===== src/rtl/flash_selfprog_seq.sv =====
module flash_selfprog_seq #(
  parameter int PAGE_BITS  = 8,
  parameter int WORD_BITS  = 7,
  parameter int DATA_W     = 16,
  parameter int RWW_PAGES  = 224,
  parameter int ARM_CYCLES = 4
) (
  input  logic                           clk,
  input  logic                           rst_n,
  input  logic                           ctl_we,
  input  logic [7:0]                     ctl_wdata,
  output logic [7:0]                     ctl_rdata,
  input  logic                           st_strobe,
  input  logic [PAGE_BITS+WORD_BITS-1:0] st_ptr,
  input  logic [DATA_W-1:0]              st_data,
  output logic [PAGE_BITS-1:0]           fl_page,
  output logic [WORD_BITS-1:0]           fl_word,
  output logic [DATA_W-1:0]              fl_data,
  output logic                           fl_load_go,
  output logic                           fl_erase_go,
  output logic                           fl_write_go,
  input  logic                           fl_done,
  output logic                           rww_read_block,
  output logic                           cpu_stall,
  output logic                           irq
);
  localparam int ZW = PAGE_BITS + WORD_BITS;
  localparam int CW = $clog2(ARM_CYCLES + 1);
  localparam logic [PAGE_BITS:0] RWW_LIM = (PAGE_BITS+1)'(RWW_PAGES);

  logic          ie, busy, active, pend, op_er, op_wr, to_nrww;
  logic [CW-1:0] cnt;

  wire [6:0]           code   = ctl_wdata[6:0];
  wire                 wr_ok  = ctl_we && !active;
  wire                 is_ld  = code == 7'h01;
  wire                 is_er  = code == 7'h03;
  wire                 is_wr  = code == 7'h05;
  wire                 is_re  = code == 7'h11;
  wire                 armed  = cnt != '0;
  wire [WORD_BITS-1:0] off    = st_ptr[WORD_BITS-1:0];
  wire [PAGE_BITS-1:0] pg     = st_ptr[ZW-1:WORD_BITS];
  wire                 off_ok = off == '0;

  always_ff @(posedge clk or negedge rst_n) begin
    if (!rst_n) begin
      ie <= 1'b0; busy <= 1'b0; active <= 1'b0; pend <= 1'b0;
      op_er <= 1'b0; op_wr <= 1'b0; to_nrww <= 1'b0; cnt <= '0;
      fl_page <= '0; fl_word <= '0; fl_data <= '0;
      fl_load_go <= 1'b0; fl_erase_go <= 1'b0; fl_write_go <= 1'b0;
    end else begin
      fl_load_go  <= 1'b0;
      fl_erase_go <= 1'b0;
      fl_write_go <= 1'b0;
      if (wr_ok) begin
        ie <= ctl_wdata[7];
        if (is_re) busy <= 1'b0;
        pend  <= is_ld || is_er || is_wr;
        op_er <= is_er;
        op_wr <= is_wr;
        cnt   <= (is_ld || is_er || is_wr) ? CW'(ARM_CYCLES) : '0;
      end else if (armed) begin
        if (st_strobe) begin
          cnt <= '0;
          if (!op_er && !op_wr) begin
            fl_load_go <= 1'b1;
            fl_page    <= pg;
            fl_word    <= off;
            fl_data    <= st_data;
            pend       <= 1'b0;
          end else if (op_er || off_ok) begin
            fl_erase_go <= op_er;
            fl_write_go <= op_wr;
            fl_page     <= pg;
            active      <= 1'b1;
            busy        <= 1'b1;
            to_nrww     <= {1'b0, pg} >= RWW_LIM;
          end else begin
            pend <= 1'b0; op_er <= 1'b0; op_wr <= 1'b0;
          end
        end else begin
          cnt <= cnt - 1'b1;
          if (cnt == CW'(1)) begin
            pend <= 1'b0; op_er <= 1'b0; op_wr <= 1'b0;
          end
        end
      end else if (active && fl_done) begin
        active <= 1'b0;
        pend   <= 1'b0;
        op_er  <= 1'b0;
        op_wr  <= 1'b0;
      end
    end
  end

  assign ctl_rdata      = {ie, busy, 3'b000, op_wr, op_er, pend};
  assign rww_read_block = busy;
  assign cpu_stall      = active && to_nrww;
  assign irq            = ie && !pend;
endmodule


===== config.mk =====
export PLATFORM = sky130hd
export DESIGN_NAME = flash_selfprog_seq
export DESIGN_NICKNAME = d
export VERILOG_FILES = /design/src/rtl/flash_selfprog_seq.sv
export SDC_FILE = /design/constraint.sdc
export NUM_CORES = 1
export LEC_CHECK = 0
export BUFFER_PORTS_ARGS = -buffer_cell sky130_fd_sc_hd__clkbuf_2
export CAP_MARGIN = 20
export CORE_ASPECT_RATIO = 2
export CORE_UTILIZATION = 30
export CTS_CLUSTER_SIZE = 24
export DETAILED_ROUTE_END_ITERATION = 12
export HOLD_SLACK_MARGIN = 0.03
export SYNTH_ARGS = -nofsm -noshare
export SYNTH_HDL_FRONTEND = slang
export SYNTH_SLANG_ARGS = --single-unit

===== constraint.sdc =====
create_clock -name clk -period 2.6 [get_ports clk]
set_input_delay 0.52 -clock clk [delete_from_list [all_inputs] [get_ports clk]]
set_output_delay 0.52 -clock clk [all_outputs]
set_load 0.03 [all_outputs]

# Word level (Yosys, flattened, before mapping)

Cells that the tools add are included.

Register bits after elaboration: 44
Bits in latches: 0
Memory bits (writable): 0
Memory bits (read-only): 0
Input bits: 44
Output and inout bits: 45
Word-level logic and storage cells: 100
Memories kept: 0

Add/sub/neg operators: 1
$mul: 0
Div/mod/pow operators: 0
Order comparisons: 1
Eq/ne operators: 13
Shifts and indexed selects: 0
Mux-type cells: 42
Bitwise logic cells: 2
Reductions and logical operators: 27

Operator list:

| cell                  | count |
|---|---|
| $mux W1               | 36 |
| $mux W8               | 2 |
| $reduce_and A5 Y1     | 3 |
| $mux W3               | 4 |
| $reduce_bool A2 Y1    | 5 |
| $ge A8 B8 Y1 const B  | 1 |
| $reduce_and A4 Y1     | 2 |
| $eq A7 B1 Y1 const B  | 1 |
| $eq A7 B2 Y1 const B  | 1 |
| $eq A7 B3 Y1 const B  | 1 |
| $eq A7 B5 Y1 const B  | 1 |
| $logic_not A7 Y1      | 1 |
| $ne A2 B2 Y1 const B  | 3 |
| $reduce_and A3 Y1     | 2 |
| $reduce_bool A3 Y1    | 2 |
| $logic_and A1 B1 Y1   | 5 |
| $ne A5 B5 Y1 const B  | 1 |
| $logic_not A1 Y1      | 4 |
| $ne A2 B1 Y1 const B  | 2 |
| $ne A4 B3 Y1 const B  | 1 |
| $ne A4 B4 Y1 const B  | 1 |
| $eq A3 B1 Y1 const B  | 1 |
| $logic_or A1 B1 Y1    | 3 |
| $sub A3 B1 Y3 const B | 1 |
| $not A1 Y1            | 2 |

# Longest topological paths before layout

Word-level depth: 7
Gate-level depth with buffers: 8
Mapped depth without buffers: 6

# Least setup slack after synthesis

OpenSTA, ideal clock, no wires.

Kind: reg2reg
From: register cnt[0]
To: register fl_data[0]
Library setup time: 0.125 ns
Data arrival time: 1.816 ns
Setup slack: 0.659 ns
Stages on the path, launching flop included: 9
Path buffers: 2
Clock period less this slack: 1.941 ns
Cells stage by stage: dfrtp_1 > inv_1 > ha_1 > or2b_1 > nand3_4 > or3_1 > buf_6 > buf_12 > mux2_4

Cells in the longest elaborated chain, start to end: 2

Ends and longest elaborated chain:

| what                               | line | text |
|---|---|---|
| start, declared                    | 32   | `logic [CW-1:0] cnt;` |
| start signal, assigned             | 61   | `cnt <= (is_ld \|\| is_er \|\| is_wr) ? CW'(ARM_CYCLES) : '0;` |
| start signal, assigned             | 82   | `cnt <= cnt - 1'b1;` |
| $reduce_bool A3 Y1                 | 40   | `wire armed = cnt != '0;` |
| $reduce_and A4 Y1 (no source line) | n/a  |  |
| end signal, assigned               | 69   | `fl_data <= st_data;` |
| end, declared                      | 18   | `output logic [DATA_W-1:0] fl_data,` |

Every way passes these cells.
A chain may end at the register's enable or synchronous reset.

# Worst setup path after layout

From: register cnt[0]
To: register fl_word[0]

Cells in the longest elaborated chain, start to end: 2

Ends and longest elaborated chain:

| what                               | line | text |
|---|---|---|
| $reduce_bool A3 Y1                 | 40   |  |
| $reduce_and A4 Y1 (no source line) | n/a  |  |
| end signal, assigned               | 49   | `fl_page <= '0; fl_word <= '0; fl_data <= '0;` |
| end signal, assigned               | 68   | `fl_word <= off;` |
| end, declared                      | 17   | `output logic [WORD_BITS-1:0] fl_word,` |

Every way passes these cells.

==> flow_summary.json <==
{
  "status": "finished clean",
  "period_minus_slack_ns": 2.10,
  "critPathRequiredTime_ns": 2.77,
  "synth_common_cells": "dfrtp_1 (44), mux2_4 (19), mux2_2 (13)",
  "drt_iter0_drc": 65,
  "gp_congestion": 0.714,
  "drt_first_pass_iters": 4,
  "power.density_mw_per_mm2": 1280,
  "ioPinCount": 89,
  "vdd_ir_drop_max_uv": 319,
  "drv_cap": 0,
  "antenna_found_initial": 0,
  "crit_buf_inv": 2,
  "fin_nets": 279,
  "hpwlAfterDp_um": 3180,
  "ctsLongestPathBuffers": 2,
  "startpoint_type": "register",
  "leakagePower_nw": 1.38,
  "rrSetupSlack_ns": 0.50,
  "numPortBuffers": 85,
  "post-route-period-util_pct": 80.7,
  "drcViolationCount": 0,
  "cts_setup_buffers": 0,
  "drive_gt1_share_pct": 57.1,
  "end_kind": "register",
  "worstReg2RegStart": "cnt[0]",
  "multi_input_comb_area_um2": 798,
  "crit_family": "simple AND/OR/NAND/NOR gates",
  "path_max_fanout": 24,
  "max-slew-margin-rel_pct": 60.2,
  "tritoncts": "yes",
  "crit_chain": "inv_1 > ha_1 > or2b_1 > nand3_4 > or3_1 > buf_4 > mux2_2",
  "initial_core_util_pct": 30.8,
  "synth_flop_cell": "dfrtp_1",
  "antennaDiodeCount": 0,
  "maxSlewViolCount": 0,
  "clockPowerShare_pct": 19.0,
  "async_flop_share_pct": 100,
  "grt_max_degree": 45,
  "max_stage_delay_ns": 0.41,
  "fp.dieArea_mm2": 0.00711,
  "clock_skew_ns": 0.00454,
  "path_clk_slew_ns": 0.06,
  "num-fill-cells": 634,
  "grt_pass1_vias": 1459,
  "cts_resized": 0,
  "setup_viol_count_final": 0,
  "hold_violations": 0,
  "die_h_um": 118,
  "r2r_cells": 7,
  "areaGrowthSynthToFinish_pct": 29.8,
  "routedWlPerCell_um": 13.3,
  "synth_most_common_cell": "dfrtp_1",
  "cts_sinks": 44,
  "worstPathArrival_ns": 2.27,
  "fmax_mhz": 476,
  "holdCritPathClass": "input port to asynchronous set/reset pin",
  "dpl.cell_count": 313,
  "fin_tns_setup_ns": 0,
  "synth.avg_cell_area_um2": 13.9,
  "pwr-share-seq_pct": 33.3,
  "seq_area_mm2": 0.00110,
  "ys_seq_area_share_pct": 54.4,
  "die_width_um": 60.1,
  "post-route-util_pct": 40.0,
  "switching_share_pct": 40.2,
  "avgViaCountPerCell": 4.45,
  "internal-power_mw": 2.01,
  "synth_area_leaders": "dfrtp_1 (54%), mux2_4 (14%), mux2_2 (7.2%)",
  "cts_max_level": 2,
  "placed_area_mm2": 0.00248,
  "ys.warnings.count": 0,
  "yosys.area.top_type_share_pct": 54.4,
  "numCtsBuffers": 5,
  "rsz0062_at_grt": "false",
  "syn_area_mm2": 0.00203,
  "rows": 42,
  "cts_root_buffer": "clkbuf_16",
  "final_cells": 321,
  "slowest_stage": "dfrtp_1",
  "critPathKind": "register to register",
  "grt_util_all_layers_pct": 12.9,
  "antenna_left": 0,
  "grt-ovfl-total": 0,
  "wirelength_um": 4270,
  "p_sw_mw": 1.35,
  "fp.coreArea_mm2": 0.00657,
  "timing_worst_slew_pin_value_ns": 0.589,
  "dr_total_vias": 1427,
  "synth-seq-cells": 44,
  "synth_edf_count": 0,
  "yosys.area.top_type": "dfrtp_1",
  "final_area_mm2": 0.00263,
  "netlist_instances": 146,
  "grt_pass1_wl_um": 6740,
  "clk_latency_ns": 0.29,
  "r2r-end": "fl_word[0]",
  "holdBufCountCts": 0,
  "combPwrFrac_pct": 47.7,
  "synth.distinct_cells": 39
}
sequential cells by signal, indices dropped and copies added, names as in the netlist, 3 cells and up:
signal and cells:
fl_word 7, fl_data 16, cnt 3, fl_page 8
placed cells by master (no fill, tap or decap), types with 2 or more instances in the layout:
| cell type | instances |
|---|---|
| mux2_4 | 19 |
| mux2_2 | 13 |
| nor3_1 | 3 |
| o21ai_0 | 2 |
| nor2_1 | 6 |
| buf_4 | 3 |
| ha_1 | 3 |
| dfrtp_1 | 44 |
| conb_1 | 3 |
| a21oi_1 | 4 |
| clkbuf_16 | 5 |
| inv_1 | 6 |
| clkbuf_2 | 85 |
| nor2b_1 | 3 |
| nand2_1 | 6 |
| a21boi_0 | 2 |
worst reg2reg max path: stages (launching register included):
cell and delay [ns]:
dfrtp_1 0.41, inv_1 0.10, ha_1 0.19, or2b_1 0.29, nand3_4 0.13, or3_1 0.11, buf_4 0.37, mux2_2 0.39
power groups by stage:
stage / sequential (mW) / clock, mW / combinational [mW]
6_report: 1.12 / 0.639 / 1.61
5_1_grt: 1.16 / 0.691 / 1.72
4_1_cts: 1.12 / 0.667 / 1.63
3_5_place_dp: 1.14 / 0 / 1.62
3_3_place_gp: 1.12 / 0 / 1.61
2_1_floorplan: 1.62 / 0 / 0.736
final cells by class:
type	count	area share [%]
clock buffer	7	5.42
clock inverter	1	0.285
inverter	6	0.856
multi-input combinational	87	30.4
sequential	44	41.9
tap	88	4.19
timing repair buffer	88	17.0
layer usage:
metal  routed length (µm)  vias up  global-route usage, %
met5                    0        -                      0
met4                  119        0                   7.12
met3                  208        9                   3.39
met2                 2380       54                   23.1
met1                 1570      695                   12.3
li1                     -      669                      -
cell families after synthesis:
kind of cell	Yosys count	synth area share (%)
muxes	32	21.3
other	1	0.185
DFF	44	54.4
and+or+nand+nor	32	9.70
buffers and inverters	17	6.61
adders and majority gates	3	1.85
AOI/OAI and AO/OA	17	5.99
worst max path at each step:
stage / start / endpoint / slack, ns / cells after the start
floorplan: cnt[0] / fl_data[0] / 0.66 / 8
global placement: st_ptr[2] / fl_page[0] / 0.45 / 5
detailed placement: st_ptr[2] / fl_page[1] / 0.43 / 5
CTS: cnt[0] / fl_word[0] / 0.49 / 7
global route: cnt[0] / fl_data[12] / 0.37 / 7
finish: cnt[0] / fl_word[0] / 0.50 / 7
per-stage QoR:
step	setup WS (ns)	power (mW)	hold WS (ns)
6_report	0.501	3.37	0.300
5_1_grt	0.372	3.57	0.363
4_1_cts	0.488	3.42	0.337
3_5_place_dp	0.425	2.75	0.494
3_3_place_gp	0.450	2.73	0.488
2_1_floorplan	0.659	2.36	0.224
(Power assumes the default switching activity.)
